### src/rtl/tfi_pkg.sv
package tfi_pkg;

  typedef enum logic [3:0] {
    EFF_NONE      = 4'd0,
    EFF_INVERT    = 4'd1,
    EFF_FORCE     = 4'd2,
    EFF_FREEZE    = 4'd3,
    EFF_FREEZE_IF = 4'd4,
    EFF_CONST     = 4'd5,
    EFF_OFFSET    = 4'd6,
    EFF_DRIFT     = 4'd7,
    EFF_GAIN      = 4'd8,
    EFF_DELAY     = 4'd9
  } effect_e;

  // strobes from the scheduler to the datapath
  typedef struct packed {
    logic       load;      // configuration accepted this edge
    logic       effectOn;  // current sample is corrupted
    logic       first;     // current sample is the trigger sample
    logic [3:0] effect;    // latched effect code
  } ctrlStrobe_t;

endpackage

### src/rtl/tfi_ctrl.sv
module tfi_ctrl
  import tfi_pkg::*;
#(
  parameter int TICK_W = 32,
  parameter int DUR_W  = 16
) (
  input  logic              clk,
  input  logic              rstN,
  input  logic [TICK_W-1:0] tick,
  input  logic              cfgArm,
  input  logic [3:0]        cfgEffect,
  input  logic [TICK_W-1:0] cfgTrigTick,
  input  logic [DUR_W-1:0]  cfgDuration,
  input  logic              cfgPermanent,
  output ctrlStrobe_t       strobe
);

  logic              armedQ, activeQ, permQ;
  logic [DUR_W-1:0]  remQ, durQ;
  logic [TICK_W-1:0] trigQ;
  logic [3:0]        effQ;
  logic              start, effectOn, accept;

  assign start    = armedQ && (tick == trigQ);
  assign effectOn = start || activeQ;
  assign accept   = cfgArm && !effectOn;

  always_ff @(posedge clk or negedge rstN) begin
    if (!rstN) begin
      armedQ  <= 1'b0;
      activeQ <= 1'b0;
      permQ   <= 1'b0;
      remQ    <= '0;
      durQ    <= '0;
      trigQ   <= '0;
      effQ    <= '0;
    end else begin
      if (accept) begin
        armedQ <= 1'b1;
        trigQ  <= cfgTrigTick;
        durQ   <= cfgDuration;
        permQ  <= cfgPermanent;
        effQ   <= cfgEffect;
      end else if (start) begin
        armedQ <= 1'b0;
      end
      if (start) begin
        if (permQ) begin
          activeQ <= 1'b1;
        end else begin
          activeQ <= (durQ > DUR_W'(1));
          remQ    <= durQ - DUR_W'(1);
        end
      end else if (activeQ && !permQ) begin
        if (remQ == DUR_W'(1)) activeQ <= 1'b0;
        else                   remQ    <= remQ - DUR_W'(1);
      end
    end
  end

  always_comb begin
    strobe.load     = accept;
    strobe.effectOn = effectOn;
    strobe.first    = start;
    strobe.effect   = effQ;
  end

  AST_FIRES_ONCE: assert property (@(posedge clk) disable iff (!rstN)
    start |=> !armedQ);
  AST_TRANSIENT_ENDS: assert property (@(posedge clk) disable iff (!rstN)
    (activeQ && !permQ && !start && remQ == DUR_W'(1)) |=> !activeQ);
  AST_PERMANENT_HOLDS: assert property (@(posedge clk) disable iff (!rstN)
    (activeQ && permQ) |=> activeQ);
  AST_NO_REARM: assert property (@(posedge clk) disable iff (!rstN)
    (activeQ && permQ) |=> $stable(effQ));

endmodule

### src/rtl/tfi_datapath.sv
module tfi_datapath
  import tfi_pkg::*;
#(
  parameter int DATA_W = 16,
  parameter int DLY_W  = 8,
  parameter int DEPTH  = 16
) (
  input  logic              clk,
  input  logic              rstN,
  input  ctrlStrobe_t       strobe,
  input  logic [DATA_W-1:0] cfgValue,
  input  logic [DATA_W-1:0] cfgAmount,
  input  logic [DLY_W-1:0]  cfgDelay,
  input  logic [DATA_W-1:0] dataIn,
  output logic [DATA_W-1:0] dataOut
);

  localparam int PTR_W = $clog2(DEPTH);
  localparam int WIDE  = 2 * DATA_W + 2;
  localparam logic signed [WIDE-1:0] W_MAX = $signed((WIDE'(1) << (DATA_W - 1)) - WIDE'(1));
  localparam logic signed [WIDE-1:0] W_MIN = ~W_MAX;
  localparam logic [DLY_W-1:0] DLY_CAP = DLY_W'(DEPTH - 1);

  function automatic logic [DATA_W-1:0] clampS(input logic signed [WIDE-1:0] v);
    if (v > W_MAX) return W_MAX[DATA_W-1:0];
    if (v < W_MIN) return W_MIN[DATA_W-1:0];
    return v[DATA_W-1:0];
  endfunction

  function automatic logic signed [WIDE-1:0] widen(input logic [DATA_W-1:0] x);
    return WIDE'($signed(x));
  endfunction

  logic [DATA_W-1:0] valQ, amtQ, accQ, accNext, effOut, delayOut;
  logic [PTR_W-1:0]  dlyQ, wrPtr;
  logic [DATA_W-1:0] hist [DEPTH];
  logic signed [WIDE-1:0] inW, amtW;

  assign inW      = widen(dataIn);
  assign amtW     = widen(amtQ);
  assign accNext  = strobe.first ? amtQ : clampS(widen(accQ) + amtW);
  assign delayOut = (dlyQ == '0) ? dataIn : hist[wrPtr - dlyQ];

  always_comb begin
    case (strobe.effect)
      EFF_INVERT:    effOut = {dataIn[DATA_W-1:1], ~dataIn[0]};
      EFF_FORCE:     effOut = {dataIn[DATA_W-1:1], valQ[0]};
      EFF_FREEZE:    effOut = strobe.first ? dataIn : dataOut;
      EFF_FREEZE_IF: effOut = (dataIn == valQ) ? dataOut : dataIn;
      EFF_CONST:     effOut = valQ;
      EFF_OFFSET:    effOut = clampS(inW + amtW);
      EFF_DRIFT:     effOut = clampS(inW + widen(accNext));
      EFF_GAIN:      effOut = clampS(inW * amtW);
      EFF_DELAY:     effOut = delayOut;
      default:       effOut = dataIn;
    endcase
  end

  always_ff @(posedge clk or negedge rstN) begin
    if (!rstN) begin
      dataOut <= '0;
      accQ    <= '0;
      valQ    <= '0;
      amtQ    <= '0;
      dlyQ    <= '0;
      wrPtr   <= '0;
      for (int i = 0; i < DEPTH; i++) hist[i] <= '0;
    end else begin
      dataOut     <= strobe.effectOn ? effOut : dataIn;
      accQ        <= (strobe.effectOn && strobe.effect == EFF_DRIFT) ? accNext : '0;
      hist[wrPtr] <= dataIn;
      wrPtr       <= wrPtr + PTR_W'(1);
      if (strobe.load) begin
        valQ <= cfgValue;
        amtQ <= cfgAmount;
        dlyQ <= (cfgDelay > DLY_CAP) ? PTR_W'(DEPTH - 1) : cfgDelay[PTR_W-1:0];
      end
    end
  end

  AST_PASSTHROUGH: assert property (@(posedge clk) disable iff (!rstN)
    !strobe.effectOn |=> (dataOut == $past(dataIn)));
  AST_INVERT_BIT: assert property (@(posedge clk) disable iff (!rstN)
    (strobe.effectOn && strobe.effect == EFF_INVERT) |=> (dataOut[0] != $past(dataIn[0])));
  AST_FREEZE_HOLDS: assert property (@(posedge clk) disable iff (!rstN)
    (strobe.effectOn && !strobe.first && strobe.effect == EFF_FREEZE) |=> $stable(dataOut));
  AST_CONST_OUT: assert property (@(posedge clk) disable iff (!rstN)
    (strobe.effectOn && strobe.effect == EFF_CONST) |=> (dataOut == valQ));

endmodule

### src/rtl/tt_fault_injector.sv
module tt_fault_injector
  import tfi_pkg::*;
#(
  parameter int DATA_W = 16,
  parameter int TICK_W = 32,
  parameter int DUR_W  = 16,
  parameter int DLY_W  = 8,
  parameter int DEPTH  = 16
) (
  input  logic              clk,
  input  logic              rstN,
  input  logic [TICK_W-1:0] tick,
  input  logic              cfgArm,
  input  logic [3:0]        cfgEffect,
  input  logic [TICK_W-1:0] cfgTrigTick,
  input  logic [DUR_W-1:0]  cfgDuration,
  input  logic              cfgPermanent,
  input  logic [DATA_W-1:0] cfgValue,
  input  logic [DATA_W-1:0] cfgAmount,
  input  logic [DLY_W-1:0]  cfgDelay,
  input  logic [DATA_W-1:0] dataIn,
  output logic [DATA_W-1:0] dataOut
);

  ctrlStrobe_t strobe;

  tfi_ctrl #(.TICK_W(TICK_W), .DUR_W(DUR_W)) u_ctrl (
    .clk(clk), .rstN(rstN), .tick(tick), .cfgArm(cfgArm),
    .cfgEffect(cfgEffect), .cfgTrigTick(cfgTrigTick),
    .cfgDuration(cfgDuration), .cfgPermanent(cfgPermanent),
    .strobe(strobe)
  );

  tfi_datapath #(.DATA_W(DATA_W), .DLY_W(DLY_W), .DEPTH(DEPTH)) u_data (
    .clk(clk), .rstN(rstN), .strobe(strobe), .cfgValue(cfgValue),
    .cfgAmount(cfgAmount), .cfgDelay(cfgDelay),
    .dataIn(dataIn), .dataOut(dataOut)
  );

endmodule

### config.mk
export PLATFORM = sky130hd
export DESIGN_NAME = tt_fault_injector
export DESIGN_NICKNAME = d
export VERILOG_FILES = /design/src/rtl/tfi_pkg.sv /design/src/rtl/tfi_ctrl.sv /design/src/rtl/tfi_datapath.sv /design/src/rtl/tt_fault_injector.sv
export SDC_FILE = /design/constraint.sdc
export NUM_CORES = 2
export LEC_CHECK = 0
export ABC_CLOCK_PERIOD_IN_PS = 15790
export BUFFER_PORTS_ARGS = -buffer_cell sky130_fd_sc_hd__buf_2
export CAP_MARGIN = 0
export CORE_MARGIN = 2
export CORE_UTILIZATION = 50
export DETAILED_ROUTE_END_ITERATION = 16
export PLACE_DENSITY = 0.75
export SLEW_MARGIN = 15
export SYNTH_ARGS = -nofsm -noshare
export SYNTH_HDL_FRONTEND = slang
export SYNTH_SLANG_ARGS = --single-unit
### constraint.sdc
create_clock -name clk -period 15.79 [get_ports clk]
set_input_delay 3.158 -clock clk [delete_from_list [all_inputs] [get_ports clk]]
set_output_delay 3.158 -clock clk [all_outputs]
set_load 0.02 [all_outputs]
* Word level (Yosys, flattened, before mapping)
Index checks and enable logic that the tools add are counted.
** Storage, ports and cells
- Output and inout bits :: 16
- Input bits :: 144
- Flip-flop bits (word level) :: 399
** Cells by class
- Magnitude comparators :: 13
- Multiply operators :: 1
- Add/sub/neg operators :: 7
- Reductions and logical operators :: 15
- Bitwise operators :: 3
- Mux-type cells :: 58
- Equality and inequality tests :: 16
** Operators with widths (count)
- two-way mux 16 bit :: 29
- bitwise mux 256 bit :: 1
- one-hot mux 16 bit (9 select lines) :: 1
- greater-than comparator 34 x 16 -> 1 bit (second input constant) :: 4
- < comparator 34 x 16 -> 1 bit (second input constant) :: 4
- binary-select mux 16 bit (select 4 bit) :: 1
- demux 16 bit (select 4 bit) :: 1
- adder 16 x 16 -> 17 bit :: 3
- == test 32 bit :: 1
- multiplier 16 x 16 -> 32 bit :: 1
- subtractor 16 x 1 -> 16 bit (second input constant) :: 2
- two-way mux 1 bit :: 24
- == test 16 x 1 -> 1 bit (second input constant) :: 1
- == test 16 bit :: 1
- == test 4 x 3 -> 1 bit (second input constant) :: 4
- greater-than comparator 16 x 1 -> 1 bit (second input constant) :: 1
- >= comparator 5 bit (second input constant) :: 2
- NOT 4 -> 5 bit :: 2
- == test 4 x 2 -> 1 bit (second input constant) :: 2
- == test 4 bit (second input constant) :: 2
- greater-than comparator 8 x 4 -> 1 bit (second input constant) :: 1
- != test 3 bit (second input constant) :: 2
- nonzero test 2 bit :: 3
- logical AND 1 bit :: 5
- other kinds (13) :: 15

* Depth between registers and ports, before layout
- Depth after elaboration :: 17
- Gate-level depth with buffers :: 30
- Depth with buffers taken out :: 27

* Hierarchy
From an unflattened synthesis, not the netlist that was laid out.
** Second synthesis, totals
- Cell total of the unflattened synthesis :: 2989
- Area total of the unflattened synthesis :: 32125.8 µm²
** By module, submodules not included
- tfi_datapath :: cells an instance 2649, instances 1, area an instance 28031.9 µm², seq. area each 8207.9 µm²
- tfi_ctrl :: cells an instance 340, instances 1, area an instance 4093.9 µm², seq. area each 1776.7 µm²

* Worst setup path before layout
Ideal clock, no wire load.
- Kind :: input to register
- Start :: input dataIn[15]
- End :: register u_data.dataOut[5]
- Buffers on the path :: 3
- Path slack :: 5662 ps
- Required time :: 15649 ps
- Stages on the path :: 27
- Arrival time :: 9987 ps
- Path through :: clkbuf_1 > clkbuf_1 > nand2_1 > inv_1 > fa_1 > inv_1 > fa_1 > inv_1 > fa_1 > fa_1 > fa_1 > inv_1 > fa_1 > inv_1 > ha_1 > buf_2 > and4_4 > and3_4 > a21o_1 > or4_1 > o311ai_1 > a211oi_1 > or4_1 > nor3_2 > a31oi_2 > o21ai_1 > a221oi_2
** Between the ends
- Cells in the longest elaborated chain, start to end :: 9
- Elaborated cells on any way between the ends :: 38
- Those cells by class :: 2 x add/sub; 1 x mul; 6 x order compare; 2 x eq/ne; 26 x mux; 1 x reduce/logical
** Ends and longest elaborated chain
- start: declaration :: RTL line tt_fault_injector.sv:21 : input logic [DATA_W-1:0] dataIn,
- multiplier 16 x 16 -> 32 bit (tied with other cells) :: RTL line tfi_datapath.sv:53 : EFF_GAIN: effOut = clampS(inW * amtW);
- < comparator 34 x 16 -> 1 bit :: RTL line tfi_datapath.sv:26 : if (v < W_MIN) return W_MIN[DATA_W-1:0];
- two-way mux 1 bit (2 in a row) :: RTL line tfi_datapath.sv:26
- two-way mux 1 bit :: RTL line tfi_datapath.sv:45 : case (strobe.effect)
- two-way mux 16 bit :: RTL line tfi_datapath.sv:27 : return v[DATA_W-1:0];
- two-way mux 16 bit :: RTL line tfi_datapath.sv:26
- one-hot mux 16 bit (9 select lines) :: RTL line tfi_datapath.sv:45
- two-way mux 16 bit :: RTL line tfi_datapath.sv:69 : dataOut <= strobe.effectOn ? effOut : dataIn;
- end signal: assignment :: RTL line tfi_datapath.sv:69
- end: declaration :: RTL line tfi_datapath.sv:15 : output logic [DATA_W-1:0] dataOut
Several ways; a longest one is shown, not always the timed one. The select of a mux whose other input is x is not followed.
A chain may end at the register's enable or synchronous reset.

* Worst setup path after layout
Same ends and word-level chain as after synthesis.

==> results.tsv <==
metric	value	unit
status	completed	
cell taking the most area after synthesis	dfrtp_1	
Pre-antenna DRT Iters	8	
final instance area	35100	um2
global route overflow	0	
FILL cells	5422	
vias in the first global route	24200	
ant diodes	0	
core area	63300	um2
Synth Flop Type	dfrtp_1	
CP Max Fanout	26	
Max stage delay cell, worst path	fa_1	
crit end category	register	
crit path kind	in -> reg	
Row Count	92	
WP data required	16.25	ns
hold_buf cts	0	
post-layout min period	10.53	ns
Hold Path Class	reg -> reg	
Crit path arrival time	10.99	ns
Post-synth top cells	dfrtp_1, inv_1, mux2_2, fa_1, nand2_1	
DR vias	23300	
clk_lat worst skew	0.60	ns
# DRC	0	
Worst Path Buf+Inv	6	
Most common cell on crit path	fa_1	
residual antenna-violating net count after detailed routing	0	
syn nets	3582	
Synth area leaders	dfrtp_1, fa_1, mux2_2	
Post-Synthesis Cells	3030	
Post-Place Cell Area	33600	um2
die height	258	um
Pins Over Slew Limit	0	
Worst path max stage delay	0.55	ns
Final TNS setup	0	ns
worst clock skew	0.0487	ns
top-count cell post-synth	dfrtp_1	
Max Freq	95.0	MHz
critical path's top delay family	adder cells	
Layout area overhead	9.09	%
first-pass GRT wire length	137000	um
final setup violating endpoints	0	
pin count of the biggest net entering global routing	105	
Critical Path Source Type	input pin	
Synth Warn #	0	
initial antenna violation count	2	
buffer count from post-CTS setup fixing	0	
post-synth cell types	95	
DRT iter0 DRCs	2012	
TritonCTS Buffers	43	
Max Buffers Root-to-Sink	3	
IO buf count	159	
Crit Reg-Reg Endpoint	u_data.dataOut[5]$_DFFE_PN0P_	
R2R setup slack	7.42	ns
Starting Density	50.8	%
CTS Root Buffer Type	clkbuf_16	
die width	258	um
Rel. slew slack	21.6	%
end of the worst hold path	u_data.hist[97]$_DFFE_PN0P_	
register bit total from synthesis	399	
Worst-Margin Slew	1.17	ns
R2R cell count	24	
Detail Placement HPWL	60300	um
Post-synth ARST share	100	%
Synth top area share	31.1	%
Avg Synthesized Cell Area	10.6	um2
max cap viols	0	
routability cong.	0.959	
EDFF count, synth	0	
final net count	3647	
CTS resizes	0	
vias per cell	5.88	
routed length per placed instance	21.6	um
clk slew on worst S/H paths	0.06	ns
H-tree lvl count	2	
total track usage	26.3	%
RR Startpoint	u_data.amtQ[3]$_DFFE_PN0P_	
Cell Area, Synth	32100	um2
Hold Path Origin	u_data.hist[97]$_DFFE_PN0P_	
sequential-to-total area share from yosys stat	31.1	%
Hold Path Depth	2	
Hold Violations, Final	0	
CTS tree	built	
unrepaired setup endpoints after global routing	false	
final critical-path share of the clock period	66.7	%
die footprint	66300	um2
Clock Sinks	399	
routed wire length	85900	um
share of cells above drive strength 1	22.0	%
Ports	160	
[sequential cells by signal, summed over array words and instances, names as in the netlist]
| register | flops |
|---|---|
| u_ctrl.armedQ | 1 |
| u_ctrl.permQ | 1 |
| u_data.dlyQ | 4 |
| u_data.valQ | 16 |
| u_data.hist | 256 |
| u_ctrl.durQ | 16 |
| u_data.dataOut | 16 |
| u_data.amtQ | 16 |
| u_ctrl.remQ | 16 |
| u_ctrl.activeQ | 1 |
| u_data.accQ | 16 |
| u_ctrl.effQ | 4 |
| u_data.wrPtr | 4 |
| u_ctrl.trigQ | 32 |
[cell type report]
type,count,area [um2],area share [%]
repair buffers,196,1080,3.09
clock buffers,59,1220,3.47
flip-flops and latches,399,9980,28.5
well taps,846,1060,3.02
multi-input cells,2093,20200,57.5
inverters,362,1360,3.87
clock inverters,16,210,0.599
[metal layers]
metal | part of all wire (%) | track usage (%) | vias up
met5 | 0.015 | 0 | -
met4 | 4.0 | 9.75 | 2
met3 | 8.3 | 5.33 | 184
met2 | 45 | 41.6 | 947
met1 | 43 | 36.2 | 11800
li1 | - | - | 10400
[logic make-up (layout without fill, tap and decap cells)]
group / after synthesis / in the layout / synth area share, %
buffers and inverters: 538 / 633 / 6.43
muxes: 396 / 396 / 16.0
DFF: 399 / 399 / 31.1
adders and majority gates: 409 / 409 / 22.1
and+or+nand+nor: 724 / 724 / 11.7
AOI/OAI and AO/OA: 434 / 434 / 9.17
xor gates and xnor gates: 130 / 130 / 3.54
[through the flow]
step	worst slack (ns)	util (%)	hold WS, ns	std cells
after floorplan	5.66	-	0.445	3030
after detailed placement	4.67	53.1	0.466	3896
after global routing	4.75	55.4	0.505	3971
after global placement	4.80	53.1	0.457	3896
after CTS	5.31	55.4	0.480	3971
final	5.26	55.4	0.477	3971
[layout by cell type (no fill, tap or decap), types with 9 or more instances in the layout]
cell type  netlist  layout
a21o_1          19      19
nand3_1         41      41
or2_2           10      10
inv_1          362     362
fa_1           266     265
clkbuf_16        0      43
buf_4            1      37
nand2b_1        17      17
nor3_1          35      35
mux2i_1         22      22
nor2b_1         30      30
o22ai_1          9       9
a221oi_2         9       9
xor2_1          40      39
a21oi_1         90      89
nor2_1         102     101
o21a_1          20      20
a211oi_1        29      29
nand4_1         20      20
o21bai_1         9       9
or4_1            9       9
mux2_1          14      14
xnor2_1         90      89
or3_1           14      14
mux4_2          64      64
nor4_1          21      20
nand2_1        229     229
a222oi_1         9       9
o21ai_0        112     112
mux2_2         296     296
dfrtp_1        399     399
and2_1         145     144
ha_1           142     141
o21ai_1         22      22
buf_2           29     158
[worst max path at each step]
| stage | start | end | slack [ns] | cells after the start |
|---|---|---|---|---|
| 4_1_cts | dataIn[15] | u_data.dataOut[5]$_DFFE_PN0P_ | 5.31 | 25 |
| 3_3_place_gp | dataIn[15] | u_data.dataOut[5]$_DFFE_PN0P_ | 4.80 | 25 |
| 3_5_place_dp | dataIn[15] | u_data.dataOut[5]$_DFFE_PN0P_ | 4.67 | 25 |
| 2_1_floorplan | dataIn[15] | u_data.dataOut[5]$_DFFE_PN0P_ | 5.66 | 27 |
| 5_1_grt | dataIn[15] | u_data.dataOut[5]$_DFFE_PN0P_ | 4.75 | 25 |
| 6_report | dataIn[15] | u_data.dataOut[5]$_DFFE_PN0P_ | 5.26 | 25 |
[worst reg2reg max path: cells and delay by family, from the launching register on]
| kind | cells | cell delay, ns |
|---|---|---|
| buffers and inverters | 5 | 1.08 |
| AND/OR/NAND/NOR | 4 | 1.30 |
| adder cells (fa/ha/maj) | 7 | 3.37 |
| flip-flops | 1 | 0.92 |
| AO/OA/AOI/OAI | 8 | 1.56 |
Power is not shown: default switching activity piles up to over one toggle a cycle in this logic, so the estimate is an artifact.
